File: src/rtl/dre_pkg.sv
package dre_pkg;
  // flag positions inside the 12-bit flag field
  localparam int FLG_ISO  = 0;
  localparam int FLG_DONE = 1;
  localparam int FLG_POST = 2;
  localparam int FLG_IRQ  = 3;
  localparam int CTRL_FLAG_LSB = 20;

  // option word bits
  localparam int OPT_EN  = 31;
  localparam int OPT_RAW = 30;

  // register selects
  localparam logic [2:0] REG_OPT  = 3'd0;
  localparam logic [2:0] REG_BASE = 3'd1;
  localparam logic [2:0] REG_CNT  = 3'd2;
  localparam logic [2:0] REG_HEAD = 3'd3;
  localparam logic [2:0] REG_TAIL = 3'd4;
  localparam logic [2:0] REG_MAXF = 3'd5;
  localparam logic [2:0] REG_MASK = 3'd6;

  localparam int MAXF_CAP = 256;
  localparam int CSUM_BYTES = 4;

  typedef enum logic [1:0] {ST_IDLE, ST_XFER, ST_WB, ST_ADV} eng_st_e;
endpackage

File: src/rtl/dre_desc_store.sv
module dre_desc_store #(
  parameter int DEPTH = 8,
  localparam int IDX_W = $clog2(DEPTH),
  localparam int LOC_W = IDX_W + 2
) (
  input  logic             clk,
  input  logic             rst_n,
  input  logic             sw_we,
  input  logic [IDX_W-1:0] sw_idx,
  input  logic [1:0]       sw_word,
  input  logic [31:0]      sw_wdata,
  output logic [31:0]      sw_rdata,
  input  logic [IDX_W-1:0] eng_idx,
  input  logic             eng_we,
  input  logic [31:0]      eng_wdata,
  output logic [63:0]      eng_addr,
  output logic [31:0]      eng_ctrl
);
  logic [31:0] mem_q [DEPTH*4];
  logic [LOC_W-1:0] sw_loc, eng_loc;
  logic sw_blocked;

  always_comb begin
    sw_loc     = {sw_idx, sw_word};
    eng_loc    = {eng_idx, 2'd2};
    sw_blocked = eng_we && (sw_loc == eng_loc);
  end

  // engine write-back takes precedence over a colliding software write
  always_ff @(posedge clk) begin
    if (eng_we) mem_q[eng_loc] <= eng_wdata;
    if (sw_we && !sw_blocked) mem_q[sw_loc] <= sw_wdata;
  end

  assign sw_rdata = mem_q[sw_loc];
  assign eng_addr = {mem_q[{eng_idx, 2'd1}], mem_q[{eng_idx, 2'd0}]};
  assign eng_ctrl = mem_q[eng_loc];

  // write-back data is in the store on the next cycle
  p_wb_lands_r10: assert property (@(posedge clk) disable iff (!rst_n)
    eng_we |=> (mem_q[$past(eng_loc)] == $past(eng_wdata)));
endmodule

File: src/rtl/dre_ring_engine.sv
module dre_ring_engine import dre_pkg::*; #(
  parameter int DEPTH   = 8,
  parameter bit HW_FILL = 1'b0,
  localparam int IDX_W = $clog2(DEPTH)
) (
  input  logic             clk,
  input  logic             rst_n,
  input  logic             reg_we,
  input  logic [2:0]       reg_sel,
  input  logic [31:0]      reg_wdata,
  output logic [31:0]      reg_rdata,
  output logic [IDX_W-1:0] slot,
  input  logic [31:0]      desc_ctrl,
  input  logic [19:0]      fill_in,
  output logic             xfer_req,
  input  logic             xfer_ack,
  output logic             wb_we,
  output logic [31:0]      wb_data,
  output logic             notify
);
  eng_st_e          st_q, st_d;
  logic             en_q, en_d;
  logic [IDX_W-1:0] base_q, base_d, head_q, head_d, tail_q, tail_d;
  logic [IDX_W:0]   cnt_q, cnt_d;
  logic [31:0]      cur_q, cur_d;
  logic [19:0]      fill_q, fill_d;
  logic             ntf_q, ntf_d;
  logic [IDX_W:0]   tail_inc;
  logic [11:0]      flags_wb;

  // next-state
  always_comb begin
    st_d   = st_q;
    en_d   = en_q;
    base_d = base_q;
    head_d = head_q;
    tail_d = tail_q;
    cnt_d  = cnt_q;
    cur_d  = cur_q;
    fill_d = fill_q;
    ntf_d  = 1'b0;
    tail_inc = {1'b0, tail_q} + 1'b1;

    if (reg_we) begin
      case (reg_sel)
        REG_OPT:  en_d   = reg_wdata[OPT_EN];
        REG_BASE: base_d = reg_wdata[IDX_W-1:0];
        REG_HEAD: head_d = reg_wdata[IDX_W-1:0];
        REG_CNT: begin
          if (reg_wdata == 32'd0 || reg_wdata > 32'(DEPTH)) cnt_d = (IDX_W+1)'(DEPTH);
          else cnt_d = reg_wdata[IDX_W:0];
        end
        default: ;
      endcase
    end

    if (!en_q) begin
      st_d   = ST_IDLE;
      tail_d = '0;
    end else begin
      case (st_q)
        ST_IDLE: if (tail_q != head_q) begin
          cur_d = desc_ctrl;
          st_d  = ST_XFER;
        end
        ST_XFER: if (xfer_ack) begin
          fill_d = fill_in;
          st_d   = ST_WB;
        end
        ST_WB: st_d = ST_ADV;
        ST_ADV: begin
          tail_d = (tail_inc == cnt_q) ? '0 : tail_inc[IDX_W-1:0];
          ntf_d  = cur_q[CTRL_FLAG_LSB+FLG_IRQ];
          st_d   = ST_IDLE;
        end
        default: st_d = ST_IDLE;
      endcase
    end
  end

  // registers
  always_ff @(posedge clk or negedge rst_n) begin
    if (!rst_n) begin
      st_q   <= ST_IDLE;
      en_q   <= 1'b0;
      base_q <= '0;
      head_q <= '0;
      tail_q <= '0;
      cnt_q  <= (IDX_W+1)'(DEPTH);
      cur_q  <= '0;
      fill_q <= '0;
      ntf_q  <= 1'b0;
    end else begin
      st_q   <= st_d;
      en_q   <= en_d;
      base_q <= base_d;
      head_q <= head_d;
      tail_q <= tail_d;
      cnt_q  <= cnt_d;
      cur_q  <= cur_d;
      fill_q <= fill_d;
      ntf_q  <= ntf_d;
    end
  end

  always_comb begin
    flags_wb = cur_q[31:CTRL_FLAG_LSB] | 12'(1 << FLG_DONE);
    slot     = base_q + tail_q;
    xfer_req = en_q && (st_q == ST_XFER);
    wb_we    = en_q && (st_q == ST_WB);
    wb_data  = {flags_wb, HW_FILL ? fill_q : cur_q[19:0]};
    notify   = ntf_q;
    case (reg_sel)
      REG_OPT:  reg_rdata = {en_q, 31'b0};
      REG_BASE: reg_rdata = 32'(base_q);
      REG_CNT:  reg_rdata = 32'(cnt_q);
      REG_HEAD: reg_rdata = 32'(head_q);
      REG_TAIL: reg_rdata = 32'(tail_q);
      default:  reg_rdata = 32'd0;
    endcase
  end

  p_tail_clear_r9: assert property (@(posedge clk) disable iff (!rst_n)
    !en_q |=> (tail_q == '0));
  p_notify_single_r8: assert property (@(posedge clk) disable iff (!rst_n)
    notify |=> !notify);
  p_notify_src_r8: assert property (@(posedge clk) disable iff (!rst_n)
    notify |-> ($past(st_q) == ST_ADV));
  p_tail_moves_r3: assert property (@(posedge clk) disable iff (!rst_n)
    (tail_q != $past(tail_q)) |-> (($past(st_q) == ST_ADV) || !$past(en_q)));
  p_wb_first_r10: assert property (@(posedge clk) disable iff (!rst_n)
    (st_q == ST_ADV) |-> $past(wb_we));
endmodule

File: src/rtl/dre_rx_shape.sv
module dre_rx_shape import dre_pkg::*; (
  input  logic        clk,
  input  logic        rst_n,
  input  logic        reg_we,
  input  logic [2:0]  reg_sel,
  input  logic [31:0] reg_wdata,
  output logic [31:0] reg_rdata,
  input  logic [11:0] in_len,
  input  logic [3:0]  in_eof,
  input  logic [3:0]  in_sof,
  output logic [11:0] out_len,
  output logic [3:0]  out_eof,
  output logic [3:0]  out_sof
);
  logic       raw_q, raw_d;
  logic [8:0] lim_q, lim_d;
  logic [7:0] msk_q, msk_d;
  logic [11:0] adj_len;

  always_comb begin
    raw_d = raw_q;
    lim_d = lim_q;
    msk_d = msk_q;
    if (reg_we) begin
      case (reg_sel)
        REG_OPT:  raw_d = reg_wdata[OPT_RAW];
        REG_MAXF: lim_d = (reg_wdata > 32'(MAXF_CAP)) ? 9'(MAXF_CAP) : reg_wdata[8:0];
        REG_MASK: msk_d = reg_wdata[7:0];
        default: ;
      endcase
    end
  end

  always_ff @(posedge clk or negedge rst_n) begin
    if (!rst_n) begin
      raw_q <= 1'b0;
      lim_q <= 9'(MAXF_CAP);
      msk_q <= 8'hFF;
    end else begin
      raw_q <= raw_d;
      lim_q <= lim_d;
      msk_q <= msk_d;
    end
  end

  always_comb begin
    if (raw_q) adj_len = in_len;
    else if (in_len >= 12'(CSUM_BYTES)) adj_len = in_len - 12'(CSUM_BYTES);
    else adj_len = '0;
    out_len = (adj_len > {3'b0, lim_q}) ? {3'b0, lim_q} : adj_len;
    out_eof = raw_q ? in_eof : (in_eof & msk_q[3:0]);
    out_sof = raw_q ? in_sof : (in_sof & msk_q[7:4]);
    case (reg_sel)
      REG_OPT:  reg_rdata = {1'b0, raw_q, 30'b0};
      REG_MAXF: reg_rdata = 32'(lim_q);
      REG_MASK: reg_rdata = 32'(msk_q);
      default:  reg_rdata = 32'd0;
    endcase
  end

  p_len_cap_r7: assert property (@(posedge clk) disable iff (!rst_n)
    out_len <= 12'(MAXF_CAP));
  p_lim_cap_r7: assert property (@(posedge clk) disable iff (!rst_n)
    lim_q <= 9'(MAXF_CAP));
endmodule

File: src/rtl/desc_ring_engine.sv
module desc_ring_engine #(
  parameter int DEPTH = 8,
  localparam int IDX_W = $clog2(DEPTH),
  localparam int ADDR_W = IDX_W + 4
) (
  input  logic              clk,
  input  logic              rst_n,
  input  logic              cfg_wr,
  input  logic [ADDR_W-1:0] cfg_addr,
  input  logic [31:0]       cfg_wdata,
  output logic [31:0]       cfg_rdata,
  output logic              tx_req,
  output logic [63:0]       tx_addr,
  output logic [11:0]       tx_len,
  output logic [3:0]        tx_eof,
  output logic [3:0]        tx_sof,
  input  logic              tx_ack,
  output logic              tx_notify,
  output logic              rx_req,
  output logic [63:0]       rx_addr,
  input  logic              rx_ack,
  input  logic [11:0]       rx_len,
  input  logic [3:0]        rx_eof,
  input  logic [3:0]        rx_sof,
  output logic              rx_notify
);
  logic             is_desc, ring_rx;
  logic [IDX_W-1:0] a_idx;
  logic [1:0]       a_word;
  logic [2:0]       a_sel;
  logic             tx_sw_we, rx_sw_we, tx_reg_we, rx_reg_we;
  logic [31:0]      tx_sw_rd, rx_sw_rd, tx_reg_rd, rx_reg_rd, shp_reg_rd;
  logic [IDX_W-1:0] tx_slot, rx_slot;
  logic [31:0]      tx_ctrl, rx_ctrl, tx_wb, rx_wb;
  logic             tx_wb_we, rx_wb_we;
  logic [11:0]      shp_len;
  logic [3:0]       shp_eof, shp_sof;

  always_comb begin
    is_desc   = cfg_addr[ADDR_W-1];
    ring_rx   = cfg_addr[ADDR_W-2];
    a_idx     = cfg_addr[IDX_W+1:2];
    a_word    = cfg_addr[1:0];
    a_sel     = cfg_addr[2:0];
    tx_sw_we  = cfg_wr && is_desc && !ring_rx;
    rx_sw_we  = cfg_wr && is_desc && ring_rx;
    tx_reg_we = cfg_wr && !is_desc && !ring_rx;
    rx_reg_we = cfg_wr && !is_desc && ring_rx;
    if (is_desc) cfg_rdata = ring_rx ? rx_sw_rd : tx_sw_rd;
    else         cfg_rdata = ring_rx ? (rx_reg_rd | shp_reg_rd) : tx_reg_rd;
  end

  dre_desc_store #(.DEPTH(DEPTH)) u_tx_store (
    .clk(clk), .rst_n(rst_n),
    .sw_we(tx_sw_we), .sw_idx(a_idx), .sw_word(a_word), .sw_wdata(cfg_wdata), .sw_rdata(tx_sw_rd),
    .eng_idx(tx_slot), .eng_we(tx_wb_we), .eng_wdata(tx_wb), .eng_addr(tx_addr), .eng_ctrl(tx_ctrl)
  );

  dre_desc_store #(.DEPTH(DEPTH)) u_rx_store (
    .clk(clk), .rst_n(rst_n),
    .sw_we(rx_sw_we), .sw_idx(a_idx), .sw_word(a_word), .sw_wdata(cfg_wdata), .sw_rdata(rx_sw_rd),
    .eng_idx(rx_slot), .eng_we(rx_wb_we), .eng_wdata(rx_wb), .eng_addr(rx_addr), .eng_ctrl(rx_ctrl)
  );

  dre_ring_engine #(.DEPTH(DEPTH), .HW_FILL(1'b0)) u_tx_eng (
    .clk(clk), .rst_n(rst_n),
    .reg_we(tx_reg_we), .reg_sel(a_sel), .reg_wdata(cfg_wdata), .reg_rdata(tx_reg_rd),
    .slot(tx_slot), .desc_ctrl(tx_ctrl), .fill_in(20'd0),
    .xfer_req(tx_req), .xfer_ack(tx_ack), .wb_we(tx_wb_we), .wb_data(tx_wb), .notify(tx_notify)
  );

  dre_rx_shape u_rx_shape (
    .clk(clk), .rst_n(rst_n),
    .reg_we(rx_reg_we), .reg_sel(a_sel), .reg_wdata(cfg_wdata), .reg_rdata(shp_reg_rd),
    .in_len(rx_len), .in_eof(rx_eof), .in_sof(rx_sof),
    .out_len(shp_len), .out_eof(shp_eof), .out_sof(shp_sof)
  );

  dre_ring_engine #(.DEPTH(DEPTH), .HW_FILL(1'b1)) u_rx_eng (
    .clk(clk), .rst_n(rst_n),
    .reg_we(rx_reg_we), .reg_sel(a_sel), .reg_wdata(cfg_wdata), .reg_rdata(rx_reg_rd),
    .slot(rx_slot), .desc_ctrl(rx_ctrl), .fill_in({shp_sof, shp_eof, shp_len}),
    .xfer_req(rx_req), .xfer_ack(rx_ack), .wb_we(rx_wb_we), .wb_data(rx_wb), .notify(rx_notify)
  );

  assign tx_len = tx_ctrl[11:0];
  assign tx_eof = tx_ctrl[15:12];
  assign tx_sof = tx_ctrl[19:16];
endmodule

File: config.mk
export PLATFORM = sky130hd
export DESIGN_NAME = desc_ring_engine
export DESIGN_NICKNAME = d
export VERILOG_FILES = /design/src/rtl/dre_pkg.sv /design/src/rtl/dre_desc_store.sv /design/src/rtl/dre_ring_engine.sv /design/src/rtl/dre_rx_shape.sv /design/src/rtl/desc_ring_engine.sv
export SDC_FILE = /design/constraint.sdc
export NUM_CORES = 2
export LEC_CHECK = 0
export BUFFER_PORTS_ARGS = -buffer_cell sky130_fd_sc_hd__buf_2
export CORE_MARGIN = 2
export CORE_UTILIZATION = 50
export CTS_CLUSTER_DIAMETER = 150
export CTS_CLUSTER_SIZE = 40
export DETAILED_ROUTE_END_ITERATION = 10
export HOLD_SLACK_MARGIN = 0.15
export PLACE_DENSITY = 0.66
export SETUP_SLACK_MARGIN = 0.5
export SYNTH_ARGS = -nofsm -noshare
export SYNTH_HDL_FRONTEND = slang
export SYNTH_HIERARCHICAL = 1
export SYNTH_SLANG_ARGS = --single-unit
File: constraint.sdc
create_clock -name clk -period 9.8 [get_ports clk]
set_input_delay 0 -clock clk [delete_from_list [all_inputs] [get_ports clk]]
set_output_delay 0 -clock clk [all_outputs]
set_load 0.005 [all_outputs]
# Word-level counts from Yosys, hierarchy flattened
# Memories as Yosys holds them, arrays and structs flattened. A register that Yosys moved wholly into a read port is not among the register bits.
# Cells that the tools add are included.
[word_totals]
mem_count = 2
wordCells = 135
regBits = 104
ramBits = 2048
in_bits = 64
[classes]
n_eq_ne = 24
order_cmp = 4
n_bitwise = 3
add_sub_neg = 5
mux = 39
reduce_logical = 39
[memory_table]
columns = ["name", "words", "width", "rd", "rd_ports_with_merged_regs", "write_ports", "line", "text"]
rows = [
  ["u_rx_store.mem_q", 32, 32, 4, 1, 2, "dre_desc_store.sv:19", "logic [31:0] mem_q [DEPTH*4];"],
  ["u_tx_store.mem_q", 32, 32, 4, 0, 2, "dre_desc_store.sv:19", ""],
]
[op_table]
columns = ["op", "count"]
rows = [
  ["32-bit one-hot mux with 5 select lines", 2],
  ["32-bit two-way mux", 3],
  ["31-bit one-hot mux with 3 select lines", 1],
  ["12-bit two-way mux", 3],
  ["32-bit by 4-bit greater-than comparator with 1-bit output, second input constant", 1],
  ["32-bit by 9-bit greater-than comparator with 1-bit output, second input constant", 1],
  ["32-bit logical NOT", 1],
  ["32-bit bitwise OR", 1],
  ["2-bit AND reduction", 12],
  ["3-bit two-way mux", 6],
  ["2-bit one-hot mux with 4 select lines", 2],
  ["1-bit logical AND", 14],
  ["12-bit by 3-bit >= comparator with 1-bit output, second input constant", 1],
  ["12-bit by 9-bit greater-than comparator with 1-bit output", 1],
  ["1-bit two-way mux", 12],
  ["2-bit two-way mux", 6],
  ["4-bit two-way mux", 3],
  ["3-bit inequality test, second input constant", 4],
  ["12-bit by 3-bit subtractor with 12-bit output, second input constant", 1],
  ["5-bit == test", 2],
  ["3-bit == test, second input constant", 3],
  ["9-bit two-way mux", 1],
  ["3-bit AND reduction", 3],
  ["3-bit by 1-bit adder with 4-bit output, second input constant", 2],
  ["13 further kinds", 28],
]

# Depth between registers and ports, before layout
[depth]
depth_word = 7
mapped_depth = 14

# Cells and area by module
# The synthesis kept the hierarchy.
[modules_own_cells]
columns = ["module", "cells_each", "area_each_um2", "instances"]
rows = [
  ["dre_desc_store (u_tx_store)", 3230, 48413.9, 1],
  ["dre_desc_store (u_rx_store)", 2719, 47712.0, 1],
  ["dre_ring_engine (u_tx_eng)", 222, 2731.4, 1],
  ["dre_ring_engine (u_rx_eng)", 222, 2571.2, 1],
  ["dre_rx_shape", 202, 1799.2, 1],
  ["desc_ring_engine", 78, 1052.3, 1],
]

# Least setup slack after synthesis
# Ideal clock, no wire load.
[synth_timing]
kind = "reg2reg"
from = "reg u_tx_eng.tail_q[0]"
to = "mem u_tx_store.mem_q[18][0] (enable)"
arrival_time_ps = 4792
slack_ps = 4538
path_buffers = 4
path_stages_with_launch = 12
t_required_ps = 9330
period_less_slack_ps = 5262
path_cell_list = "dfrtp_1 -> ha_1 -> inv_1 -> fa_1 -> xor2_1 -> xnor2_1 -> buf_2 -> clkbuf_1 -> clkbuf_1 -> clkbuf_1 -> nand2_1 -> o31ai_1"
[synth_lines]
columns = ["element", "line", "text"]
rows = [
  ["from (decl)", "dre_ring_engine.sv:23", "logic [IDX_W-1:0] base_q, base_d, head_q, head_d, tail_q, tail_d;"],
  ["from (signal assigned)", "dre_ring_engine.sv:98", "tail_q <= tail_d;"],
  ["to (decl)", "dre_desc_store.sv:19", ""],
]

# Worst setup path in the final report
[layout_timing]
from = "reg u_tx_eng.tail_q[0]"
to = "out tx_addr[31]"
[layout_via]
elab_chain_len = 2
[layout_rtl]
columns = ["element", "line", "text"]
rows = [
  ["3-bit adder", "dre_ring_engine.sv:108", "slot = base_q + tail_q;"],
  ["named net tx_slot[2]", "desc_ring_engine.sv:33", "logic [IDX_W-1:0] tx_slot, rx_slot;"],
  ["memory 32 x 32 bit", "n/a", ""],
  ["to (decl)", "desc_ring_engine.sv:13", "output logic [63:0] tx_addr,"],
]
# The timed path passes the listed nets, and every way through them passes these cells.

==> impl_metrics.csv <==
group,metric,value,unit
run_status,status,"finished clean",
grt,grt_pass1_wl,493000,um
floorplanning,fp-row-count,166,
setup_path,setup.worst_path.end_class,"output pin",
finish,fin_area,110000,um^2
clocking,cts.repair.resized,0,
clocking,tritoncts,"built",
sta,timing.final.crit_period,5.97,ns
sta,slew_viol_final,0,
sta,setup_tns,0,ns
place,dp_hpwl,213000,um
power_and_ir_drop,p_leak,38.6,nW
clocking,cts-root-buf,"clkbuf_16",
place,dp.cells,9247,
logic_synthesis,syn_inst,6596,
drt,vias,66091,
setup_path,path_class,"flip-flop to output pin",
clocking,path_clk_slew,0.16,ns
sta,slew_headroom,0.0539,
logic_synthesis,ys.warnings.count,6,
floorplanning,coreArea,205000,um^2
setup_path,worstSetupStartpointType,"flip-flop",
floorplanning,die_h,458,um
finish,fillers,16541,
floorplanning,initial_core_util,0.503,
place,port_buffers,247,
sta,timing.hold.ws,0.188,ns
power_and_ir_drop,p_per_area,173,nW/um^2
floorplanning,die_area,210000,um^2
setup_path,critPathRequiredTime,9.80,ns
finish,multiInputGateArea,36800,um^2
drt,wl,358000,um
sta,fin_worst_skew,0.0360,ns
place,place_area,108000,um^2
clocking,cts_buffer_depth,3,
place,gp_congestion,0.869,
sta,timing.fmax,0.167,GHz
grt,grt_max_degree,141,
min_path,hold_class,"input pin to flip-flop",
sta,tightest_slew,1.41,ns
clocking,h-tree-depth,2,
grt,grt_pass1_vias,63962,
clocking,worstSkewPairLatency,0.81,ns
power_and_ir_drop,ir_drop,0.257,mV
finish,post-route-util,0.539,
sta,fin_crit_sh,0.609,
clocking,numClockSinks,2162,
drt,wire_per_inst,37.8,um
grt,grt.overflow.total,0,
drt,viasPerCell,6.98,
finish,layout-drive-gt1-share,0.249,
finish,stdcell_count,9469,
sta,grt_setup_unrepaired,"false",
grt,grtUsageTotal,0.332,
setup_path,worstPathArrival,5.97,ns
drt,drtAntennaViolNets,0,
drt,drc_errors,0,
sta,setup_viol,0,
logic_synthesis,syn-cell-area,103000,um^2
finish,regArea,64400,um^2
clocking,cts-buffers-inserted,60,
run,cap_violations,0,
grt,antenna_found_initial,29,
finish,areaGrowthSynthToFinish,7.13,%
sta,final-hold-violation-count,0,
floorplanning,die_x,458,um
logic_synthesis,syn_avg_cell_area,15.6,um^2
finish,fin_nets,6810,
drt,first_pass_iters,8,
drt,drtIter0Drc,9507,
floorplanning,pin_count,248,
setup_path,cp_max_fo,118,
## sequential cells by signal, indices dropped and copies added (netlist names), 2 cells and up
signal            count
u_rx_store/mem_q   1024
u_tx_store/mem_q   1024
u_tx_eng/cur_q       31
u_rx_eng/fill_q      20
u_rx_eng/cur_q       11
u_rx_shape/lim_q      9
u_rx_shape/msk_q      8
u_rx_eng/cnt_q        4
u_tx_eng/cnt_q        4
u_rx_eng/base_q       3
u_rx_eng/head_q       3
u_rx_eng/tail_q       3
u_tx_eng/base_q       3
u_tx_eng/head_q       3
u_tx_eng/tail_q       3
u_rx_eng/st_q         2
u_tx_eng/st_q         2
## critical path, stage by stage (launching register included)
cell     delay, ns
dfrtp_1       0.63
ha_4          0.20
inv_1         0.05
fa_1          0.38
xor2_1        0.25
xnor2_2       0.12
buf_12        0.27
buf_4         0.46
nor2_4        0.48
buf_4         0.78
a22oi_1       0.21
o21ai_0       0.87
buf_2         0.26
## layout by cell type (no fill, tap or decap), types with 15 or more instances in the layout
master         instances
nor2_4                49
a22oi_1              138
nor2b_1               26
clkbuf_1              49
nor4_1               146
conb_1                81
clkbuf_16             61
dfrtp_1              103
buf_2                245
ha_1                  21
nand3_1               16
mux2i_1             1187
mux2_2               769
o22a_1                94
a21oi_1               78
mux4_2               178
nand2_1              114
nor2_1                86
o21ai_0              116
xnor2_1               15
or2_2                 34
buf_4                208
mux2_4                38
o22ai_1              513
inv_1                 23
dlygate4sd3_1         99
edfxtp_1            2048
## worst paths after layout
kind                                    start                        to  slack [ns]  depth (start not counted)
max reg2reg                  u_rx_shape/raw_q        u_rx_eng/fill_q[1]        4.18                         14
min reg2reg                 u_rx_eng/cnt_q[3]         u_rx_eng/cnt_q[3]        0.54                          2
max                        u_tx_eng/tail_q[0]               tx_addr[31]        3.83                         12
min                             cfg_wdata[29]  u_rx_store/mem_q[21][29]        0.19                          2
max in group asynchronous               rst_n        u_tx_eng/cur_q[22]        7.95                          5
min in group asynchronous               rst_n        u_rx_eng/fill_q[0]        0.35                          4
## final cells by class
type	count	area share
Antenna cell	8	0.000181
Inverter	26	0.000998
Tap cell	2688	0.0305
Timing Repair Buffer	559	0.0355
Multi-Input combinational cell	3912	0.334
Sequential cell	2162	0.583
Clock buffer	110	0.0155
Clock inverter	4	0.000522
## metal layers
| metal | wire, um | up-vias | track usage |
|---|---|---|---|
| met5 | 94 | - | 0 |
| met4 | 18800 | 14 | 0.143 |
| met3 | 40200 | 831 | 0.0660 |
| met2 | 163000 | 4382 | 0.520 |
| met1 | 136000 | 34354 | 0.453 |
| li1 | - | 26510 | - |
## power breakdown
group | total, mW | leakage, nW | switching (mW) | internal (mW)
Sequential | 10.8 | 19.8 | 0.332 | 10.5
Clock | 3.96 | 0.838 | 2.75 | 1.22
Combinational | 4.25 | 18.0 | 2.32 | 1.93
Total | 19.0 | 38.6 | 5.39 | 13.6
## stage by stage
stage	total power [mW]	setup slack, ns
floorplan	13.6	4.54
global placement	15.1	4.65
detailed placement	15.2	4.48
CTS	19.0	3.87
global route	19.6	3.89
finish	19.0	3.83
## repair_timing
action | in CTS | in global routing
endpoints found under the hold margin | 1883 | 0
hold buffers | 100 | 0
buffers inserted | 0 | 0
(Power assumes the default switching activity.)
